<file path="src/rtl/lbic_pkg.sv">
package lbic_pkg;
  localparam int REG_W  = 16;
  localparam int OFFS_W = 12;
  localparam logic [OFFS_W-1:0] OFF_VEC  = 12'h000;
  localparam logic [OFFS_W-1:0] OFF_MASK = 12'h002;

  typedef enum logic [1:0] {
    SZ_BYTE = 2'd0,
    SZ_HALF = 2'd1,
    SZ_WORD = 2'd2,
    SZ_WALT = 2'd3
  } acc_size_e;

  typedef enum logic [1:0] {
    ST_IDLE = 2'd0,
    ST_LO   = 2'd1,
    ST_HI   = 2'd2
  } seq_state_e;

  // Replace one byte lane of a halfword.
  function automatic logic [REG_W-1:0] lane_merge(input logic [REG_W-1:0] old_hw,
                                                  input logic [7:0] nbyte,
                                                  input logic hi_lane);
    return hi_lane ? {nbyte, old_hw[7:0]} : {old_hw[15:8], nbyte};
  endfunction
endpackage

</file>
<file path="src/rtl/lbic_vec_enc.sv">
module lbic_vec_enc #(
  parameter int NUM_SRC = 16
) (
  input  logic [NUM_SRC-1:0]          pend,
  output logic [lbic_pkg::REG_W-1:0]  vec
);
  // Lowest set bit wins: scan from the top so the last hit is the lowest.
  always_comb begin
    vec = '0;
    for (int i = NUM_SRC - 1; i >= 0; i--) begin
      if (pend[i]) vec = lbic_pkg::REG_W'((i + 1) << 2);
    end
  end
endmodule

</file>
<file path="src/rtl/lbic_regs.sv">
module lbic_regs #(
  parameter int NUM_SRC = 16
) (
  input  logic                                clk,
  input  logic                                rst_n,
  input  logic [NUM_SRC-1:0]                  irq_req,
  input  logic [lbic_pkg::OFFS_W-1:0]         hw_addr,
  input  logic                                hw_we,
  input  logic [lbic_pkg::REG_W-1:0]          hw_wdata,
  output logic [lbic_pkg::REG_W-1:0]          hw_rdata,
  output logic [lbic_pkg::REG_W-1:0]          mask_q,
  output logic [lbic_pkg::REG_W-1:0]          stat_q,
  output logic                                irq_out
);
  import lbic_pkg::*;

  logic [NUM_SRC-1:0] stat_raw;
  logic [REG_W-1:0]   mask_nxt;
  logic [REG_W-1:0]   vec;
  logic               mask_hit;

  assign mask_hit = hw_we && (hw_addr == OFF_MASK);
  assign mask_nxt = mask_hit ? hw_wdata : mask_q;

  always_ff @(posedge clk or negedge rst_n) begin
    if (!rst_n) begin
      stat_raw <= '0;
      mask_q   <= '0;
      irq_out  <= 1'b0;
    end else begin
      stat_raw <= irq_req;
      mask_q   <= mask_nxt;
      irq_out  <= |(irq_req & mask_nxt[NUM_SRC-1:0]);
    end
  end

  generate
    if (NUM_SRC < REG_W) begin : g_pad
      assign stat_q = {{(REG_W-NUM_SRC){1'b0}}, stat_raw};
    end else begin : g_full
      assign stat_q = stat_raw;
    end
  endgenerate

  lbic_vec_enc #(.NUM_SRC(NUM_SRC)) u_enc (
    .pend (stat_raw & mask_q[NUM_SRC-1:0]),
    .vec  (vec)
  );

  always_comb begin
    case (hw_addr)
      OFF_VEC:  hw_rdata = vec;
      OFF_MASK: hw_rdata = mask_q;
      default:  hw_rdata = '0;
    endcase
  end
endmodule

</file>
<file path="src/rtl/lbic_access_seq.sv">
module lbic_access_seq #(
  parameter int ADDR_W = 32
) (
  input  logic                         clk,
  input  logic                         rst_n,
  input  logic                         req_valid,
  output logic                         req_ready,
  input  logic                         req_write,
  input  logic [1:0]                   req_size,
  input  logic [ADDR_W-1:0]            req_addr,
  input  logic [31:0]                  req_wdata,
  output logic                         rsp_valid,
  output logic [31:0]                  rsp_rdata,
  output logic [lbic_pkg::OFFS_W-1:0]  hw_addr,
  output logic                         hw_we,
  output logic [lbic_pkg::REG_W-1:0]   hw_wdata,
  input  logic [lbic_pkg::REG_W-1:0]   hw_rdata
);
  import lbic_pkg::*;

  seq_state_e        state_q;
  logic [OFFS_W-1:0] addr_q;
  logic              wr_q;
  acc_size_e         size_q;
  logic [31:0]       wdata_q;
  logic [REG_W-1:0]  lo_q;
  logic [OFFS_W-1:0] base_addr;
  logic              is_word;

  assign req_ready = (state_q == ST_IDLE);
  assign base_addr = {addr_q[OFFS_W-1:1], 1'b0};
  assign is_word   = size_q[1];

  always_comb begin
    hw_addr  = base_addr;
    hw_we    = 1'b0;
    hw_wdata = wdata_q[15:0];
    case (state_q)
      ST_LO: begin
        hw_we = wr_q;
        if (size_q == SZ_BYTE) hw_wdata = lane_merge(hw_rdata, wdata_q[7:0], addr_q[0]);
      end
      ST_HI: begin
        hw_addr  = base_addr + OFFS_W'(2);
        hw_we    = wr_q;
        hw_wdata = wdata_q[31:16];
      end
      default: ;
    endcase
  end

  always_ff @(posedge clk or negedge rst_n) begin
    if (!rst_n) begin
      state_q   <= ST_IDLE;
      addr_q    <= '0;
      wr_q      <= 1'b0;
      size_q    <= SZ_BYTE;
      wdata_q   <= '0;
      lo_q      <= '0;
      rsp_valid <= 1'b0;
      rsp_rdata <= '0;
    end else begin
      rsp_valid <= 1'b0;
      case (state_q)
        ST_IDLE: begin
          if (req_valid) begin
            addr_q  <= req_addr[OFFS_W-1:0];
            wr_q    <= req_write;
            size_q  <= acc_size_e'(req_size);
            wdata_q <= req_wdata;
            state_q <= ST_LO;
          end
        end
        ST_LO: begin
          if (is_word) begin
            lo_q    <= hw_rdata;
            state_q <= ST_HI;
          end else begin
            state_q   <= ST_IDLE;
            rsp_valid <= 1'b1;
            if (wr_q)                    rsp_rdata <= '0;
            else if (size_q == SZ_BYTE)  rsp_rdata <= {24'd0, addr_q[0] ? hw_rdata[15:8] : hw_rdata[7:0]};
            else                         rsp_rdata <= {16'd0, hw_rdata};
          end
        end
        ST_HI: begin
          state_q   <= ST_IDLE;
          rsp_valid <= 1'b1;
          rsp_rdata <= wr_q ? 32'd0 : {hw_rdata, lo_q};
        end
        default: state_q <= ST_IDLE;
      endcase
    end
  end
endmodule

</file>
<file path="src/rtl/lbic_top.sv">
module lbic_top #(
  parameter int NUM_SRC = 16,
  parameter int ADDR_W  = 32
) (
  input  logic               clk,
  input  logic               rst_n,
  input  logic [NUM_SRC-1:0] irq_req,
  input  logic               req_valid,
  output logic               req_ready,
  input  logic               req_write,
  input  logic [1:0]         req_size,
  input  logic [ADDR_W-1:0]  req_addr,
  input  logic [31:0]        req_wdata,
  output logic               rsp_valid,
  output logic [31:0]        rsp_rdata,
  output logic               irq_out
);
  import lbic_pkg::*;

  logic [OFFS_W-1:0] hw_addr;
  logic              hw_we;
  logic [REG_W-1:0]  hw_wdata;
  logic [REG_W-1:0]  hw_rdata;
  logic [REG_W-1:0]  mask_q;
  logic [REG_W-1:0]  stat_q;

  lbic_access_seq #(.ADDR_W(ADDR_W)) u_seq (
    .clk       (clk),
    .rst_n     (rst_n),
    .req_valid (req_valid),
    .req_ready (req_ready),
    .req_write (req_write),
    .req_size  (req_size),
    .req_addr  (req_addr),
    .req_wdata (req_wdata),
    .rsp_valid (rsp_valid),
    .rsp_rdata (rsp_rdata),
    .hw_addr   (hw_addr),
    .hw_we     (hw_we),
    .hw_wdata  (hw_wdata),
    .hw_rdata  (hw_rdata)
  );

  lbic_regs #(.NUM_SRC(NUM_SRC)) u_regs (
    .clk      (clk),
    .rst_n    (rst_n),
    .irq_req  (irq_req),
    .hw_addr  (hw_addr),
    .hw_we    (hw_we),
    .hw_wdata (hw_wdata),
    .hw_rdata (hw_rdata),
    .mask_q   (mask_q),
    .stat_q   (stat_q),
    .irq_out  (irq_out)
  );
endmodule

</file>
<file path="config.mk">
export PLATFORM = sky130hd
export DESIGN_NAME = lbic_top
export DESIGN_NICKNAME = d
export VERILOG_FILES = /design/src/rtl/lbic_pkg.sv /design/src/rtl/lbic_vec_enc.sv /design/src/rtl/lbic_regs.sv /design/src/rtl/lbic_access_seq.sv /design/src/rtl/lbic_top.sv
export SDC_FILE = /design/constraint.sdc
export NUM_CORES = 1
export LEC_CHECK = 0
export ABC_AREA = 1
export BUFFER_PORTS_ARGS = -buffer_cell sky130_fd_sc_hd__buf_4
export CAP_MARGIN = 5
export CORE_MARGIN = 2
export CORE_UTILIZATION = 30
export DETAILED_ROUTE_END_ITERATION = 16
export PLACE_DENSITY = 0.47
export SETUP_SLACK_MARGIN = 0.05
export SLEW_MARGIN = 5
export SYNTH_ARGS = -nofsm -noshare
export SYNTH_HDL_FRONTEND = slang
export SYNTH_HIERARCHICAL = 1
export SYNTH_SLANG_ARGS = --single-unit
</file>
<file path="constraint.sdc">
create_clock -name clk -period 2.93 [get_ports clk]
set_clock_uncertainty 0.2 [all_clocks]
set_input_delay 0.293 -clock clk [delete_from_list [all_inputs] [get_ports clk]]
set_output_delay 0.293 -clock clk [all_outputs]
set_load 0.01 [all_outputs]
</file>
Word level (Yosys, flattened, before mapping)
Cells that the tools add are included.
- bitwise gates (word level): 2
- reductions and logical operators: 10
- equal/unequal tests: 5
- multiplexer cells: 34
- add/sub/neg operators: 1
- operator list (operator ; count):
    two-way mux 16 bit ; 19
    two-way mux 32 bit ; 3
    case mux 16 bit (2 select lines) ; 2
    case mux 32 bit (2 select lines) ; 1
    AND 16 bit ; 2
    OR reduction 16 bit ; 1
    adder 12 x 2 -> 12 bit (second input constant) ; 1
    equality test 12 x 2 -> 1 bit (second input constant) ; 1
    zero test 12 bit ; 1
    two-way mux 12 bit ; 1
    two-way mux 8 bit ; 1
    two-way mux 7 bit ; 1
    AND reduction 2 bit ; 3
    zero test 2 bit ; 2
    two-way mux 2 bit ; 2
    inequality test 2 bit (second input constant) ; 2
    case mux 2 bit (2 select lines) ; 1
    equality test 2 x 1 -> 1 bit (second input constant) ; 1
    equality test 2 bit (second input constant) ; 1
    two-way mux 1 bit ; 2
    case mux 1 bit (2 select lines) ; 1
    nonzero test 2 bit ; 1
    OR reduction 2 bit ; 1
    logical AND 1 bit ; 1
- bits of input ports: 86
- logic and storage cells: 63
- output and inout port bits: 35
- bits in registers: 131

Longest topological paths before layout
Gate-level depths: netlist of the first run.
- depth after elaboration: 24
- depth in mapped cells: 31
- gate-level depth less buffers: 31

Modules after synthesis
The synthesis of the first run kept the hierarchy.
- modules (own cells, without submodules) (module ; times used ; area each (µm²) ; cells an instance ; seq. area each (µm²)):
    lbic_access_seq ; 1 ; 4879.7 ; 575 ; 2452.4
    lbic_regs ; 1 ; 1844.3 ; 237 ; 825.8
    lbic_vec_enc ; 1 ; 285.3 ; 60 ; 0.0

Worst setup path after synthesis of the first run
OpenSTA, ideal clock, no wires.
- path type: reg-to-reg
- start point: reg u_seq.state_q[0]
- end point: reg u_regs.irq_out
- slack: -0.276 ns
- arrival: 2.942 ns
- library setup time: 0.065 ns
- period minus slack after synthesis: 3.206 ns
- stages on the path, launching flop included: 29
- required time: 2.665 ns
- buffers on the path: 3
- path through: dfrtp_1 > inv_1 > ha_1 > buf_4 > nand3_1 > nor2_2 > nand2_1 > xnor2_1 > nor2_1 > nand2_2 > nor2_8 > buf_6 > nand2_2 > buf_2 > o21ai_1 > inv_1 > nand2_1 > nand2_1 > o21ai_0 > nand2_1 > nand2_1 > inv_1 > nand4_1 > nand3_1 > nand2_1 > inv_1 > nand2_1 > nor2_1 > nand2_1
- word-level cells in the longest chain between the ends: 10
- elaborated cells on any way between the ends: 15
- classes of those cells: 3 x eq/ne; 7 x mux; 1 x bitwise; 4 x reduce/logical
- ends and longest elaborated chain (what ; line ; RTL):
    from (decl) ; lbic_access_seq.sv:21 ; seq_state_e state_q;
    from (signal assigned) ; lbic_access_seq.sv:54 ; state_q <= ST_IDLE;
    from (signal assigned) ; lbic_access_seq.sv:71 ; state_q <= ST_LO;
    from (signal assigned) ; lbic_access_seq.sv:77 ; state_q <= ST_HI;
    equality test 2 bit (*) ; lbic_access_seq.sv:38 ; case (state_q)
    two-way mux 12 bit (*) ; lbic_access_seq.sv:38 ;
    via hw_addr[9] ; lbic_top.sv:20 ; logic [OFFS_W-1:0] hw_addr;
    equality test 12 x 2 -> 1 bit / zero test 12 bit (equally long branches) ; lbic_regs.sv:51 ; case (hw_addr)
    case mux 16 bit (2 select lines) (*) ; lbic_regs.sv:51 ;
    via hw_rdata[12] ; lbic_top.sv:23 ; logic [REG_W-1:0] hw_rdata;
    two-way mux 16 bit (*) ; lbic_pkg.sv:24 ; return hi_lane ? {nbyte, old_hw[7:0]} : {old_hw[15:8], nbyte};
    two-way mux 16 bit (*) ; lbic_access_seq.sv:41 ; if (size_q == SZ_BYTE) hw_wdata = lane_merge(hw_rdata, wdata_q[7:0], addr_q[0]);
    case mux 16 bit (2 select lines) (*) ; lbic_access_seq.sv:38 ;
    via hw_wdata[12] ; lbic_top.sv:22 ; logic [REG_W-1:0] hw_wdata;
    two-way mux 16 bit (*) ; lbic_regs.sv:23 ; assign mask_nxt = mask_hit ? hw_wdata : mask_q;
    AND 16 bit (*) ; lbic_regs.sv:33 ; irq_out <= |(irq_req & mask_nxt[NUM_SRC-1:0]);
    OR reduction 16 bit (*) ; lbic_regs.sv:33 ;
    to (signal assigned) ; lbic_regs.sv:33 ;
    to (decl) ; lbic_regs.sv:13 ; output logic irq_out
The timed path passes the listed nets; every way through them passes the cells marked *.
A chain may end at the register's enable or synchronous reset.

Worst setup path after layout of the first run
Same ends and word-level chain as after synthesis.

==> results of run 1 <==
[tightest hold or removal path: cells and delay by family]
kind / cells / cell delay, ns
buf+inv: 3 / 1.10
[worst paths after layout]
kind                               startpoint            endpoint  slack (ns)  cells after the start
setup / recovery             u_seq/state_q[0]      u_regs/irq_out       -0.24                     24
hold / removal                          rst_n   u_seq/wdata_q[14]        0.28                      3
setup reg to reg             u_seq/state_q[0]      u_regs/irq_out       -0.24                     24
hold reg to reg            u_seq/rsp_rdata[7]  u_seq/rsp_rdata[7]        0.28                      2
max in group asynchronous               rst_n    u_regs/stat_q[3]        1.62                      3
min in group clk           u_seq/rsp_rdata[7]  u_seq/rsp_rdata[7]        0.28                      2
[registers in the layout, indices dropped and copies added (netlist names)]
| register | cells |
|---|---|
| u_seq/wr_q | 1 |
| u_seq/rsp_valid | 1 |
| u_seq/state_q | 2 |
| u_regs/stat_q | 16 |
| u_seq/addr_q | 12 |
| u_seq/size_q | 2 |
| u_regs/mask_q | 16 |
| u_regs/irq_out | 1 |
| u_seq/wdata_q | 32 |
| u_seq/rsp_rdata | 32 |
| u_seq/lo_q | 16 |
[layout make-up]
class                           instances  area (sq um)
Multi-Input combinational cell        586          3370
Clock buffer                           19           453
Clock inverter                         13           181
Fill cell                            2299         12500
Inverter                              116           438
Tap cell                              313           392
Timing Repair Buffer                  254          2140
Sequential cell                       131          3280
[metal layers]
layer | up-vias | GRT usage [%] | part of all wire (%)
met3 | 22 | 3.24 | 4.2
met2 | 159 | 29.7 | 47
met1 | 3047 | 25.7 | 47
met4 | 0 | 5.59 | 1.4
met5 | - | 0 | 0
li1 | 3229 | - | -
[what timing repair did]
item,CTS,global route
hold buffers,65,0
resized for setup,43,38
pin swaps,19,33
setup buffers,7,15
endpoints found under the hold margin,196,0
cloned,1,0
setup endpoints to repair,13,18
[placed cells by master, fill, tap and decap left out, types with 6 or more instances in the layout]
cell type | synthesis | final
dfrtp_1 | 131 | 131
conb_1 | 2 | 12
nand4_1 | 21 | 21
nor2_1 | 62 | 58
nand3_2 | 0 | 11
inv_2 | 2 | 13
buf_6 | 6 | 6
o21ai_0 | 25 | 18
nand3_1 | 87 | 75
o21ai_2 | 2 | 11
mux2_2 | 32 | 32
dlygate4sd3_1 | 0 | 65
o31ai_1 | 8 | 7
inv_1 | 112 | 100
and2_1 | 16 | 15
clkbuf_16 | 0 | 17
a21oi_1 | 49 | 41
o21ai_4 | 0 | 11
nand2_2 | 13 | 17
nand2_1 | 214 | 209
a21oi_2 | 2 | 10
buf_4 | 18 | 179
[power by group]
part           internal (mW)  switching (mW)  leakage (nW)  total, mW
combinational           1.46            2.27          3.24       3.73
sequential              2.27           0.333          1.57       2.60
clock                   1.47           0.843         0.309       2.31
total                   5.20            3.44          5.12       8.64
[kinds of logic after synthesis]
family	Yosys count	share of synthesized area, %
compound gates	104	8.00
other cells	2	0.107
fa+ha+maj	4	0.714
xor+xnor	7	0.875
mux	32	5.14
buf+inv	166	10.9
simple gates	426	27.5
flops	131	46.8
==> metrics.md, run 1 <==
| Metric | Value |
|---|---|
| Status | complete, but fails checks |
| Violated checks | setup timing |
| Post-Route WL | between 20000 and 25000 microns |
| Placeable Area | 22800 sq um |
| Worst path top cell family by delay | simple AND/OR/NAND/NOR gates |
| Clock buffer depth | 2 |
| Synth warnings | 6 |
| Residual DRC | 0 |
| DR pass1 iterations | 6 |
| Layout Cells excl Fill | 1432 |
| Avg WL per Cell | ~15 microns |
| Nets@finish | 1196 |
| Leak | slightly above 5 nW |
| Die H | 157 microns |
| Largest area contributor in the netlist | dfrtp_1 |
| Worst path buffer plus inverter count | 7 |
| Die W | approximately 160 microns |
| Sum Neg Setup Slack | -0.498 ns |
| Post-DP Area | 8450 sq um |
| Worst EP required | a little over 3 ns |
| Slew Viols, Final | 0 |
| Fin area | 10300 sq um |
| Worst VDD drop | 0.460 mV |
| Async set-reset flop share out of synthesis | 100% |
| CP Max Fanout | 6 |
| Synthesized flop and latch total | 131 |
| Worst Max-Slew Pin Slew | between 0.7 and 0.8 ns |
| Setup crit end kind | register |
| Cells after Synth | 872 |
| Most frequent cell after synthesis | nand2_1 |
| Min-Delay Path Class | in2async |
| CP Cell Sequence | inv_2 > ha_4 > inv_4 > buf_6 > nor3_4 > xor2_1 > nor2_1 > nand2_2 > nor2_8 > buf_12 > nand2_8 > o21ai_2 > inv_1 > nand3_1 > nand3_1 > a21oi_2 > inv_1 > nand4_1 > nand3_1 > nand2_1 > inv_1 > nand2_1 > nor2_1 > nand2_1 |
| Core Util, Final | 45.0% |
| Arr. time, crit path | 3.33 ns |
| Largest stage delay, worst path | 0.39 ns |
| RePlAce Congestion | about 0.83 |
| Final hold vios | 0 |
| GRT overflow | 0 |
| Crit-path slowest cell | dfrtp_1 |
| Clock Latency Late Sink | 0.43 ns |
| Slack of the critical path | -0.241 ns |
| 1st-iter DRT viols | 350 |
| Dpl ws | -0.370 ns |
| Clock slew at reported path FFs | 0.06 ns |
| GRT Util Overall | 18.6% |
| Share of post-route cells with drive strength above 1 | 31.2% |
| Num CTS Buffers | 17 |
| Initial antenna violation count | 0 |
| Final worst path period share | 108% |
| Sequential share of the synthesized area | 46.8% |
| Crit Path Class | reg2reg |
| Vias in the first global route | 6449 |
| Average size of a mapped cell | 8.04 sq um |
| Max_slew headroom | 47.6% |
| First-pass GRT wire length | 34900 microns |
| Dpl hpwl | 15800 microns |
| RSZ-0062 raised after global routing | yes |
| Setup violations, final | 4 |
| Tot Pwr | approximately 8.6 mW |
| I/O pin count | around 120 |
| Top-area cell type share of the netlist area | a little under half |
| Die area | around 25000 sq um |
| Netlist cell types | 36 |
| F_max | 0.315 GHz |
| Synthesized area | approximately 7000 sq um |
| Antenna cells | 0 |
| Main synth FF type | dfrtp_1 |
| Number of synthesized flops with an enable pin | 0 |
| Port Buffers | 100 |
| Placed cells | between 1k and 1.5k |
| Vias/cell | 4.51 |
| Final min period | 3.17 ns |
| List of most frequent post-synthesis cells | 214 x nand2_1, 131 x dfrtp_1, 112 x inv_1, 87 x nand3_1, 62 x nor2_1 |
| Via Count | 6457 |
| Row cnt | 55 |
| Maxcap violations | 0 |
| Synth area leaders | dfrtp_1 47%, nand2_1 11%, nand3_1 6.2% |
| Clk sinks | 131 |
| Pwr/cell area | 843 nW/um^2 |
| ANT nets after route | 0 |
| Area growth, synth to finish | 46.3% |
| Clk root buf | clkbuf_16 |
| Largest net degree at the start of global routing | 132 |
| H-tree depth | 4 |
| WHS | ~0.28 ns |
| Worst setup SP type | register |
| Initial core utilization | 30.8% |
| TritonCTS clock tree | yes |
Power figures use the tool's default switching activity.
==> run 2: changes to the inputs <==
- BUFFER_PORTS_ARGS: -buffer_cell sky130_fd_sc_hd__buf_4 -> not set
- DONT_BUFFER_PORTS: not set -> 1
- PLACE_DENSITY: 0.47 -> 0.42
==> metrics.md, run 2 (same netlist as run 1, synthesis figures left out) <==
| Metric | Value |
|---|---|
| Clk root buf | clkbuf_16 |
| Leak | 4.56 nW |
| Placeable Area | 22800 sq um |
| Setup violations, final | 4 |
| Dpl ws | -0.334 ns |
| Post-Route WL | 22000 microns |
| Avg WL per Cell | 16.6 microns |
| Num CTS Buffers | 17 |
| GRT overflow | 0 |
| Clock slew at reported path FFs | ~0.060 ns |
| Final worst path period share | 106% |
| Max_slew headroom | 53.4% |
| Row cnt | 55 |
| 1st-iter DRT viols | 344 |
| ANT nets after route | 0 |
| Min-Delay Path Class | in2async |
| Reg2reg end | u_regs/irq_out |
| Share of post-route cells with drive strength above 1 | roughly 25% |
| Residual DRC | 0 |
| TritonCTS clock tree | yes |
| H-tree depth | 4 |
| Dpl hpwl | 15700 microns |
| Largest net degree at the start of global routing | 132 |
| Worst setup startpoint | u_seq/state_q[0] |
| Clock Latency Late Sink | 0.43 ns |
| Worst setup SP type | register |
| Die area | 24600 sq um |
| Via Count | roughly 6.0k |
| Initial core utilization | 30.8% |
| First-pass GRT wire length | 34100 microns |
| Regs by FF count | u_seq/rsp_rdata: 32 flops, u_seq/wdata_q: 32 flops |
| Initial antenna violation count | 0 |
| FF-to-FF setup slack | -0.19 ns |
| RePlAce Congestion | around 0.83 |
| Nets@finish | 1092 |
| Slack of the critical path | -0.189 ns |
| Vias/cell | 4.54 |
| Worst EP required | 3.09 ns |
| Worst Max-Slew Pin Slew | between 0.6 and 0.7 ns |
| I/O pin count | about 120 |
| Most common cell after layout, fill and taps aside | nand2_1 |
| Violated checks | hold timing, setup timing |
| Setup crit end kind | register |
| GRT Util Overall | 18.4% |
| Status | complete, but fails checks |
| F_max | 0.321 GHz |
| RSZ-0062 raised after global routing | yes |
| Crit Path Class | reg2reg |
| DR pass1 iterations | 5 |
| Vias in the first global route | 5884 |
| WHS | -0.639 ns |
| Slew Viols, Final | 0 |
| Port Buffers | 0 |
| CP Max Fanout | 5 |
| R2R Path Start | u_seq/state_q[0] |
| Final min period | 3.12 ns |
| Fillers | 2322 |
| Pwr/cell area | slightly below 900 nW/um^2 |
| Most frequent cells in the layout | 205 x nand2_1, 131 x dfrtp_1, 99 x inv_1 |
| Die H | 157 microns |
| Clock buffer depth | 2 |
| Die W | 157 microns |
| Worst VDD drop | roughly 0.42 mV |
| Final hold vios | 131 |
| Maxcap violations | 0 |
| Arr. time, crit path | between 3 and 4 ns |
| Clk sinks | roughly 130 |
| Antenna cells | 0 |
| Area growth, synth to finish | 35.0% |
| Worst reg2reg path depth | 25 |
-- run 2: cell count changes in the layout (fill, tap and decap cells not counted), sizes merged --
cell	change
buf	-104
inv	+6
clkinv	-3
bufinv	-2
clkbuf	-1
clkinvlp	+1
dlygate4sd3	-1
-- run 2: timing repair --
action	4_1_cts	5_1_grt
pin swaps	17	63
hold endpoints to repair	197	132
cloned	1	1
gates resized for setup	39	56
setup buffers	6	17
setup endpoints to repair	12	17
hold buffers	63	1
-- run 2: worst max-delay path by stage --
stage | end | slack [ns] | cells past startpoint
global placement | u_regs/irq_out | -0.33 | 24
floorplan | u_regs/irq_out | -0.10 | 28
finish | u_regs/irq_out | -0.19 | 25
detailed placement | u_regs/irq_out | -0.33 | 24
global route | u_regs/irq_out | -0.38 | 25
CTS | u_regs/irq_out | -0.17 | 24
-- run 2: where the power goes --
group / internal, mW / leakage, nW / switching [mW] / total (mW)
combinational: 1.29 / 2.71 / 2.13 / 3.41
clock: 1.27 / 0.282 / 0.900 / 2.17
sequential: 2.27 / 1.57 / 0.390 / 2.66
-- run 2: per-stage QoR --
step	std cells	util (%)	TNS, ns	cell area, sq um	power, mW
final	1328	41.5	-0.279	9460	8.24
after global routing	1328	41.5	-2.32	9460	8.85
after CTS	1309	39.9	-0.169	9080	8.19
after detailed placement	1207	33.6	-0.819	7650	5.81
after floorplan	882	-	-0.105	7110	4.85
after global placement	1207	33.6	-0.689	7650	5.81
-- run 2: per-layer routing --
layer	routed length [microns]	GRT usage, %	up-vias
li1	-	-	3032
met1	10800	26.3	2834
met2	9890	27.7	132
met3	861	3.49	25
met4	497	6.73	0
met5	0	0	-
-- run 2: final cells by class --
| type | instances | area, sq um | share of cell area [%] |
|---|---|---|---|
| clock buffer | 17 | 425 | 4.50 |
| clock inverter | 15 | 166 | 1.76 |
| inverter | 116 | 438 | 4.63 |
| multi-input combinational | 586 | 3390 | 35.8 |
| sequential | 131 | 3280 | 34.6 |
| tap | 313 | 392 | 4.14 |
| timing repair buffer | 150 | 1380 | 14.5 |
-- run 2: worst max-delay path, cell delays in order (launching register included) --
cell and delay [ns]:
dfrtp_1 0.39, inv_2 0.07, ha_4 0.17, nand3_4 0.08, nor2_4 0.16, buf_6 0.12, xor2_2 0.06, nor2_2 0.11
nand2_2 0.09, nor2_8 0.22, buf_6 0.17, buf_6 0.11, nand3_2 0.09, o21ai_4 0.08, inv_2 0.08, nand3_4 0.10
nand3_2 0.07, a21oi_2 0.13, inv_1 0.05, nand4_1 0.14, nand3_1 0.09, nand2_1 0.07, inv_1 0.05, nand2_1 0.05
nor2_1 0.03, nand2_1 0.05
==> run 3: changes to the inputs <==
- ABC_AREA: 1 -> not set
- SYNTH_HIERARCHICAL: 1 -> not set
==> metrics.md, run 3 <==
| Metric | Value |
|---|---|
| Status | complete, but fails checks |
| Violated checks | hold timing |
| CP Max Fanout | 4 |
| RePlAce Congestion | 0.947 |
| Max_slew headroom | about three fifths |
| Leak | 3.39 nW |
| Largest net degree at the start of global routing | 132 |
| RSZ-0062 raised after global routing | no |
| Area growth, synth to finish | 31.2% |
| Clk sinks | 131 |
| Reg2reg end | u_regs.irq_out |
| Top-area cell type share of the netlist area | 53.6% |
| Worst reg2reg path depth | 11 |
| ANT nets after route | 0 |
| Avg WL per Cell | 19.5 microns |
| Crit Path Class | reg2reg |
| Number of synthesized flops with an enable pin | 0 |
| 1st-iter DRT viols | around 330 |
| WHS | -0.630 ns |
| Initial core utilization | 30.4% |
| Clk root buf | clkbuf_16 |
| F_max | about 0.36 GHz |
| Setup violations, final | 0 |
| Final min period | ~2.7 ns |
| Largest area contributor in the netlist | dfrtp_1 |
| Port Buffers | 0 |
| Slack of the critical path | 0.180 ns |
| Vias/cell | 5.11 |
| Most frequent cells in the layout | 130 x dfrtp_1, 105 x nand2_1, 64 x dlygate4sd3_1 |
| TritonCTS clock tree | yes |
| Worst Max-Slew Pin Slew | 0.616 ns |
| DR pass1 iterations | 5 |
| Worst setup SP type | register |
| Nets@finish | ~770 |
| Via Count | 4886 |
| Synthesized area | 6120 sq um |
| Fillers | around 2.0k |
| Synthesized flop and latch total | 131 |
| Synth area leaders | dfrtp_1 54%, mux2_2 9.0%, nand2_1 6.5% |
| Num CTS Buffers | 17 |
| Fin area | ~8000 sq um |
| Die W | 147 microns |
| Sequential share of the synthesized area | 53.6% |
| Vias in the first global route | 5032 |
| Final hold vios | 131 |
| Die H | ~150 microns |
| Cells after Synth | 576 |
| H-tree depth | 4 |
| Clock slew at reported path FFs | 0.06 ns |
| Post-Route WL | 18600 microns |
| Average size of a mapped cell | 10.6 sq um |
| Post-DP Area | 6650 sq um |
| Most frequent cell after synthesis | dfrtp_1 |
| Initial antenna violation count | 0 |
| GRT overflow | 0 |
| Slew Viols, Final | 0 |
| FF-to-FF setup slack | 0.18 ns |
| Main synth FF type | dfrtp_1 |
| List of most frequent post-synthesis cells | 131 x dfrtp_1, 106 x nand2_1, 49 x mux2_2, 48 x o21ai_0, 23 x a22o_1 |
| R2R Path Start | u_seq.state_q[0] |
| Placeable Area | 20100 sq um |
| Worst EP required | just over 3 ns |
| First-pass GRT wire length | between 20000 and 30000 microns |
| Final worst path period share | 93.9% |
| Worst VDD drop | 0.532 mV |
| Residual DRC | 0 |
| Row cnt | 52 |
| Pwr/cell area | 845 nW/um^2 |
| Arr. time, crit path | 2.84 ns |
| Clock Latency Late Sink | 0.42 ns |
| Dpl hpwl | between 10000 and 15000 microns |
| Regs by FF count | u_seq.rsp_rdata: 32 flops, u_seq.wdata_q: 32 flops |
| Mapped Nets | 666 |
| Maxcap violations | 0 |
| Async set-reset flop share out of synthesis | 100% |
| Dpl ws | -0.0984 ns |
| Die area | between 20000 and 25000 sq um |
| Most common cell after layout, fill and taps aside | dfrtp_1 |
| Antenna cells | 0 |
| Share of post-route cells with drive strength above 1 | 22.6% |
| I/O pin count | 121 |
| Synth warnings | 0 |
| Min-Delay Path Class | in2async |
| Setup crit end kind | register |
| Clock buffer depth | 2 |
| CTS Hold Bufs | 64 |
| GRT Util Overall | 18.1% |
| Netlist cell types | between 60 and 70 |
## run 3: cell count changes after synthesis, moves of 19 or more
cell / before / now
nand2_1: 214 / 106
inv_1: 112 / 15
nand3_1: 87 / 10
a21oi_1: 49 / 4
nor2_1: 62 / 19
a22o_1: 0 / 23
o21ai_0: 25 / 48
a22oi_1: 0 / 21
clkbuf_1: 3 / 22
## run 3: worst max path at each step
stage                                 from  slack (ns)            endpoint
final                     u_seq.state_q[0]        0.18      u_regs.irq_out
after global routing      u_seq.state_q[0]       0.008      u_regs.irq_out
after CTS                 u_seq.state_q[0]        0.06  u_seq.rsp_rdata[3]
after detailed placement  u_seq.state_q[0]        -0.1      u_regs.irq_out
after global placement    u_seq.state_q[0]       -0.12      u_regs.irq_out
after floorplan           u_seq.state_q[0]        0.26      u_regs.irq_out
## run 3: stage by stage
stage	util [%]	total power, mW	setup TNS [ns]	hold slack, ns	instances
global route	39.9	7.19	0	-0.657	957
detailed placement	33.1	4.54	-0.0984	-0.195	856
floorplan	-	3.82	0	-0.203	576
finish	39.9	6.78	0	-0.630	957
CTS	39.2	6.69	0	-0.649	952
global placement	33.1	4.52	-0.119	-0.195	856
## run 3: report_power, final
| group | switching (mW) | internal [mW] | total [mW] |
|---|---|---|---|
| Combinational | 1.14 | 1.01 | 2.15 |
| Sequential | 0.407 | 2.21 | 2.62 |
| Clock | 0.762 | 1.25 | 2.01 |
| Total | 2.31 | 4.47 | 6.78 |
## run 3: worst max-delay path, cell delays in order, from the launching register on
cell	delay, ns
dfrtp_1	0.39
buf_4	0.15
ha_4	0.16
nor4bb_4	0.18
a222oi_1	0.37
buf_4	0.19
o32a_1	0.16
o221ai_2	0.09
nor4_1	0.30
o21ai_1	0.12
nor4_2	0.19
nand4_1	0.12
## run 3: cell type report
cell class / instances / area, sq um / area share (%)
clock inverter: 4 / 47.5 / 0.592
inverter: 15 / 56.3 / 0.702
multi-input combinational: 394 / 2740 / 34.2
tap: 270 / 338 / 4.21
timing repair buffer: 116 / 1060 / 13.2
sequential: 131 / 3280 / 40.9
clock buffer: 27 / 503 / 6.27
## run 3: cell families after synthesis
group,count (synthesis),share of synthesized area (%)
muxes,55,10.1
and+or+nand+nor,175,13.4
xor gates and xnor gates,3,0.552
DFF,131,53.6
buffers and inverters,51,3.64
AOI/OAI and AO/OA,157,17.9
adders and majority gates,4,0.818
## run 3: per-layer routing
layer | GRT usage (%) | vias up | part of all wire (%)
li1 | - | 2311 | -
met1 | 23.9 | 2414 | 46
met2 | 29.0 | 134 | 48
met3 | 3.45 | 27 | 4.4
met4 | 7.57 | 0 | 2.3
met5 | 0 | - | 0
## run 3: repair_timing
action | in CTS | in global routing
setup buffers | 1 | 5
setup endpoints to repair | 1 | 39
pin swaps | 4 | 9
resized for setup | 5 | 24
gates cloned | 0 | 0
hold endpoints to repair | 197 | 131
